===== src/rtl/cfgbank_pkg.sv =====
package cfgbank_pkg;
  localparam int DW   = 32;
  localparam int BE_W = DW / 8;

  // expand byte enables into a per-bit lane mask (lane k -> bits 8k+7..8k)
  function automatic logic [DW-1:0] lane_mask(input logic [BE_W-1:0] be);
    logic [DW-1:0] m;
    for (int k = 0; k < BE_W; k++) m[k*8 +: 8] = {8{be[k]}};
    return m;
  endfunction
endpackage


===== src/rtl/cfgbank_rst_sync.sv =====
module cfgbank_rst_sync (
  input  logic clk,
  input  logic arst_n,
  output logic rst_n
);
  logic [1:0] sync_q;

  always_ff @(posedge clk or negedge arst_n) begin
    if (!arst_n) sync_q <= '0;
    else         sync_q <= {sync_q[0], 1'b1};
  end

  assign rst_n = sync_q[1];
endmodule


===== src/rtl/cfgbank_decode.sv =====
module cfgbank_decode
  import cfgbank_pkg::*;
#(
  parameter int NUM_REGS = 4,
  parameter int AW       = 2,
  parameter int PTR_IDX  = 0
) (
  input  logic                wr_en,
  input  logic                rd_en,
  input  logic [AW-1:0]       addr,
  input  logic [BE_W-1:0]     be,
  output logic [NUM_REGS-1:0] we_vec,
  output logic                rd_ok,
  output logic [DW-1:0]       bmask
);
  logic in_range, ptr_hit, full_word, legal;

  always_comb begin
    in_range  = int'(addr) < NUM_REGS;
    ptr_hit   = int'(addr) == PTR_IDX;
    full_word = &be;
    legal     = in_range && !(ptr_hit && !full_word);
    rd_ok     = rd_en && legal;
    bmask     = lane_mask(be);
  end

  for (genvar i = 0; i < NUM_REGS; i++) begin : g_we
    assign we_vec[i] = wr_en && legal && (int'(addr) == i);
  end
endmodule


===== src/rtl/cfgbank_word.sv =====
module cfgbank_word
  import cfgbank_pkg::*;
#(
  parameter logic [DW-1:0] RW_MASK  = '0,
  parameter logic [DW-1:0] W1C_MASK = '0,
  parameter logic [DW-1:0] LCK_MASK = '0,
  parameter logic [DW-1:0] STK_MASK = '0,
  parameter logic [DW-1:0] RST_VAL  = '0
) (
  input  logic          clk,
  input  logic          rst_n,
  input  logic          soft_rst_n,
  input  logic          we,
  input  logic [DW-1:0] bmask,
  input  logic [DW-1:0] wdata,
  input  logic [DW-1:0] evt,
  output logic [DW-1:0] q
);
  localparam logic [DW-1:0] FIXED = ~(RW_MASK | W1C_MASK | LCK_MASK);

  logic [DW-1:0] q_q, q_d, flag_q, flag_d, hit, lk_en;
  logic          upd;

  always_comb begin
    hit   = we ? bmask : '0;
    lk_en = hit & LCK_MASK & ~flag_q;
    upd   = !soft_rst_n || we || |(evt & W1C_MASK);
    if (!soft_rst_n) begin
      q_d    = (STK_MASK & q_q) | (~STK_MASK & RST_VAL);
      flag_d = flag_q;
    end else begin
      q_d    = (RW_MASK  & ((q_q & ~hit) | (wdata & hit)))
             | (W1C_MASK & ((q_q & ~(wdata & hit)) | evt))
             | (LCK_MASK & ((q_q & ~lk_en) | (wdata & lk_en)))
             | (FIXED    & RST_VAL);
      flag_d = flag_q | lk_en;
    end
  end

  always_ff @(posedge clk or negedge rst_n) begin
    if (!rst_n) begin
      q_q    <= RST_VAL;
      flag_q <= '0;
    end else if (upd) begin
      q_q    <= q_d;
      flag_q <= flag_d;
    end
  end

  assign q = q_q;

  // a written lock bit never changes again
  assert_lock_frozen_R6: assert property (@(posedge clk) disable iff (!rst_n)
    1'b1 |=> (((q_q ^ $past(q_q)) & LCK_MASK & $past(flag_q)) == '0));

  // event set dominates a same-cycle host clear
  assert_evt_wins_R5: assert property (@(posedge clk) disable iff (!rst_n)
    soft_rst_n |=> ((~q_q & $past(evt) & W1C_MASK) == '0));

  // sticky bits survive a soft reset
  assert_sticky_keep_R7: assert property (@(posedge clk) disable iff (!rst_n)
    !soft_rst_n |=> (((q_q ^ $past(q_q)) & STK_MASK) == '0));
endmodule


===== src/rtl/cfgbank_rdmux.sv =====
module cfgbank_rdmux
  import cfgbank_pkg::*;
#(
  parameter int NUM_REGS = 4,
  parameter int AW       = 2
) (
  input  logic                   clk,
  input  logic                   rst_n,
  input  logic                   rd_en,
  input  logic                   rd_ok,
  input  logic [AW-1:0]          addr,
  input  logic [DW-1:0]          bmask,
  input  logic [NUM_REGS*DW-1:0] words,
  output logic [DW-1:0]          rdata,
  output logic                   rvalid
);
  logic [DW-1:0] sel, rdata_d;

  always_comb begin
    sel = '0;
    for (int i = 0; i < NUM_REGS; i++)
      if (int'(addr) == i) sel = words[i*DW +: DW];
    rdata_d = rd_ok ? (sel & bmask) : '0;
  end

  always_ff @(posedge clk or negedge rst_n) begin
    if (!rst_n) begin
      rdata  <= '0;
      rvalid <= 1'b0;
    end else begin
      rdata  <= rdata_d;
      rvalid <= rd_en;
    end
  end

  assert_rvalid_lat_R10: assert property (@(posedge clk) disable iff (!rst_n)
    rd_en |=> rvalid);
  assert_idle_zero_R10: assert property (@(posedge clk) disable iff (!rst_n)
    !rd_en |=> (!rvalid && rdata == '0));
endmodule


===== src/rtl/cfgbank_top.sv =====
module cfgbank_top
  import cfgbank_pkg::*;
#(
  parameter int NUM_REGS = 4,
  parameter int PTR_IDX  = 0,
  parameter logic [NUM_REGS*32-1:0] RW_MASK  =
    {32'h0000_0000, 32'hFFFF_0000, 32'h0000_00FF, 32'hFFFF_FFFC},
  parameter logic [NUM_REGS*32-1:0] W1C_MASK =
    {32'h0000_0000, 32'h0000_FFFF, 32'h0000_0000, 32'h0000_0000},
  parameter logic [NUM_REGS*32-1:0] LCK_MASK =
    {32'h0000_0000, 32'h0000_0000, 32'h00FF_0000, 32'h0000_0000},
  parameter logic [NUM_REGS*32-1:0] STK_MASK =
    {32'h0000_0000, 32'hFF00_FF00, 32'h00FF_0000, 32'h0000_0000},
  parameter logic [NUM_REGS*32-1:0] RST_VAL  =
    {32'h1234_5678, 32'h0000_0000, 32'h3C00_A500, 32'h0000_0000},
  localparam int AW = (NUM_REGS > 1) ? $clog2(NUM_REGS) : 1
) (
  input  logic                   clk,
  input  logic                   pg_rst_n,
  input  logic                   soft_rst_n,
  input  logic                   wr_en,
  input  logic                   rd_en,
  input  logic [AW-1:0]          addr,
  input  logic [3:0]             be,
  input  logic [31:0]            wdata,
  input  logic [NUM_REGS*32-1:0] evt_set,
  output logic [31:0]            rdata,
  output logic                   rvalid
);
  logic                   rst_n;
  logic [NUM_REGS-1:0]    we_vec;
  logic                   rd_ok;
  logic [DW-1:0]          bmask;
  logic [NUM_REGS*DW-1:0] words;

  cfgbank_rst_sync u_rst (.clk(clk), .arst_n(pg_rst_n), .rst_n(rst_n));

  cfgbank_decode #(.NUM_REGS(NUM_REGS), .AW(AW), .PTR_IDX(PTR_IDX)) u_dec (
    .wr_en(wr_en), .rd_en(rd_en), .addr(addr), .be(be),
    .we_vec(we_vec), .rd_ok(rd_ok), .bmask(bmask)
  );

  for (genvar i = 0; i < NUM_REGS; i++) begin : g_word
    cfgbank_word #(
      .RW_MASK (RW_MASK [i*DW +: DW]),
      .W1C_MASK(W1C_MASK[i*DW +: DW]),
      .LCK_MASK(LCK_MASK[i*DW +: DW]),
      .STK_MASK(STK_MASK[i*DW +: DW]),
      .RST_VAL (RST_VAL [i*DW +: DW])
    ) u_word (
      .clk(clk), .rst_n(rst_n), .soft_rst_n(soft_rst_n),
      .we(we_vec[i]), .bmask(bmask), .wdata(wdata),
      .evt(evt_set[i*DW +: DW]), .q(words[i*DW +: DW])
    );
  end

  cfgbank_rdmux #(.NUM_REGS(NUM_REGS), .AW(AW)) u_rd (
    .clk(clk), .rst_n(rst_n), .rd_en(rd_en), .rd_ok(rd_ok), .addr(addr),
    .bmask(bmask), .words(words), .rdata(rdata), .rvalid(rvalid)
  );

  // a narrow write to the pointer word leaves it untouched
  assert_ptr_narrow_R9: assert property (@(posedge clk) disable iff (!rst_n)
    (wr_en && int'(addr) == PTR_IDX && be != 4'hF && soft_rst_n &&
     evt_set[PTR_IDX*DW +: DW] == '0)
    |=> $stable(words[PTR_IDX*DW +: DW]));
endmodule


===== config.mk =====
export PLATFORM = sky130hd
export DESIGN_NAME = cfgbank_top
export DESIGN_NICKNAME = d
export VERILOG_FILES = /design/src/rtl/cfgbank_pkg.sv /design/src/rtl/cfgbank_rst_sync.sv /design/src/rtl/cfgbank_decode.sv /design/src/rtl/cfgbank_word.sv /design/src/rtl/cfgbank_rdmux.sv /design/src/rtl/cfgbank_top.sv
export SDC_FILE = /design/constraint.sdc
export NUM_CORES = 1
export LEC_CHECK = 0
export ABC_AREA = 1
export BUFFER_PORTS_ARGS = -buffer_cell sky130_fd_sc_hd__buf_2
export CORE_UTILIZATION = 33
export DETAILED_ROUTE_END_ITERATION = 12
export GPL_ROUTABILITY_DRIVEN = 0
export SETUP_SLACK_MARGIN = 0.02
export SYNTH_ARGS = -nofsm -noshare
export SYNTH_HDL_FRONTEND = slang
export SYNTH_SLANG_ARGS = --single-unit
export TNS_END_PERCENT = 100

===== constraint.sdc =====
create_clock -name clk -period 5.05 [get_ports clk]
set_input_delay 0.7575 -clock clk [delete_from_list [all_inputs] [get_ports clk]]
set_output_delay 0.7575 -clock clk [all_outputs]
set_load 0.02 [all_outputs]

==> out/results.ini <==
[run_status]
status = finished clean

[synth]
synthCells = 596
synth_top_area_share_pct = 58.7
yosys_register_bits = 121
yosysTopAreaCell = dfrtp_1
synth_edf_count = 0
ys.flop_type = dfrtp_1
syn_area_mm2 = 0.00516
synthArstFlopShare_pct = 100
synth_area_leaders = dfrtp_1, nand2_1, nand3_1
seq_area_frac_synth_pct = 58.7
yosysWarnings = 0
ys_types = 23
yosysMostFrequentCell = nand2_1
synth_fp_nets = 767
synthTopCellsByCount = nand2_1, dfrtp_1, nand3_1
avgSynthCellArea_um2 = 8.65

[clocking]
cts_tree = yes
clkLatencyLatePin_ps = 410
ctsHoldBuffers = 0
cts-root-buf = clkbuf_16
cts_buffer_depth = 2
path_clk_slew_ps = 50
post_cts_buffers = 0
clock_sinks = 121
cts-buffers-inserted = 17
htreeDepth = 4
cts_resized = 0

[setup_path]
arrival_ps = 3260
cp-start-kind = input pin
cp_cell_sequence = buf_2 -> nor2_4 -> inv_2 -> nor2_2 -> nand2_1 -> o21ai_0 -> nor2_1
worstSetupPathType = input pin to register
crit_required_ps = 5330
slowest_delay_ps = 740
slowest_stage = nand2_1
cp-end-kind = register
crit_path_max_fanout = 31

[timing]
relSlewSlack_pct = 15.9
period_share_pct = 59.0
layout_setup_ws_ps = 2070
skew_ps = 6.81
finalSetupTns_ps = 0
drv_slew = 0
final_hold_viol_count = 0
rsz0062_at_grt = false
min_period_ps = 2980
fmax_mhz = 336
setup_viol = 0
worstMarginPinSlew_ps = 1260

[grt]
globalRouteOverflowTotal = 0
grt_pass1_wl_um = 23300
met3_usage_pct = 4.86
grt_use_met1_pct = 23.2
grt_pass1_vias = 4512
antenna_found_initial = 2
grt_max_degree = 76
globalRouteMet2Util_pct = 31.3
grt-busiest-layer = met2
groute.usage.overall_pct = 18.8

[die]
rows = 45
core_region_area_mm2 = 0.0152
initial_core_util_pct = 33.9
fp.dieW_um = 127
pin_count = 204
die-area_mm2 = 0.0161
die_h_um = 127

[drt]
wire_per_inst_um = 16.3
viasPerCell = 5.19
vias = 4560
antenna_violating_nets_post_route = 0
drt_iter0_drc = 457
firstDrtPassIters = 5
drt-total-wl_um = 14300
drc = 0

[power]
finalPower_mw = 2.51
power_density_mw_per_mm2 = 393
p_leak_nw = 3.05
ir_drop_mv = 0.239

[place]
post_dp_cell_area_mm2 = 0.00572
dpl.hpwl_um = 9000
pre_cts_ws_ps = 1660
io_buffers = 91
dp.cells = 845

[finish]
layout-drive-gt1-share_pct = 19.9
n_fill_cell = 1505
nets = 847
area_growth_pct = 23.7
finalInstanceArea_mm2 = 0.00638
instances_no_fill = 879

[job]
maxCapViolCount = 0

[min_path]
holdCritPathClass = input pin to async pin

[area by class of cell]
| cell class | count | area (um^2) | share of cell area [%] |
|---|---|---|---|
| Sequential cell | 121 | 3030 | 47.5 |
| Multi-Input combinational cell | 412 | 1860 | 29.2 |
| Clock buffer | 25 | 515 | 8.08 |
| Timing Repair Buffer | 95 | 485 | 7.61 |
| Tap cell | 188 | 235 | 3.69 |
| Clock inverter | 7 | 135 | 2.12 |
| Inverter | 29 | 109 | 1.71 |
| Antenna cell | 2 | 5.00 | 0.0785 |
[report_power, final]
part | internal [mW] | switching [mW]
combinational | 0.0492 | 0.113
sequential | 1.00 | 0.0257
clock | 0.902 | 0.414
[critical path, delay by kind of cell]
family                 cells  cell delay (ps)
AOI/OAI and AO/OA          1              480
and+or+nand+nor            4             1580
buffers and inverters      2              430
[placed cells by master (no fill, tap or decap), types with 2 or more instances in the layout]
| master | n |
|---|---|
| nand3_1 | 75 |
| clkbuf_16 | 17 |
| diode_2 | 2 |
| buf_2 | 91 |
| clkbuf_1 | 2 |
| nor2_1 | 33 |
| buf_4 | 4 |
| clkbuf_8 | 6 |
| a21oi_1 | 70 |
| bufinv_16 | 4 |
| nand4_1 | 8 |
| nor2_2 | 3 |
| nand2_1 | 172 |
| nand2_2 | 2 |
| nor3_1 | 4 |
| dfrtp_1 | 120 |
| o22ai_1 | 2 |
| clkinv_2 | 3 |
| nor2_4 | 3 |
| inv_1 | 27 |
| and3_1 | 4 |
| o21ai_0 | 33 |
| inv_2 | 2 |
[kinds of logic after synthesis]
group / Yosys count / share of synthesized area, %
simple gates: 305 / 25.5
buf+inv: 63 / 5.31
flops: 121 / 58.7
other cells: 1 / 0.0727
compound gates: 106 / 10.4
[layer usage]
metal | part of all wire [%] | up-vias
met5 | 0 | -
met4 | 2.1 | 0
met3 | 7.2 | 31
met2 | 48 | 190
met1 | 42 | 2219
li1 | - | 2120
[worst paths after layout]
kind                            startpoint                      to  slack, ps  cells past startpoint
min reg2reg                u_rst.sync_q[0]         u_rst.sync_q[1]        350                      0
max reg2reg                u_rst.sync_q[1]  g_word[0].u_word.q[20]       3370                      1
min in group clk           u_rst.sync_q[0]         u_rst.sync_q[1]        350                      0
min                               pg_rst_n         u_rst.sync_q[1]        120                      1
max                                addr[0]   g_word[0].u_word.q[2]       2070                      7
max in group asynchronous  u_rst.sync_q[1]  g_word[0].u_word.q[20]       3370                      1
[through the flow]
step	utilization [%]	hold WS (ps)
after floorplan	-	331
after global placement	37.6	338
after detailed placement	37.6	341
after CTS	41.9	101
after global routing	41.9	106
final	42.0	119
Note: power is estimated with default switching activity, not from simulation.
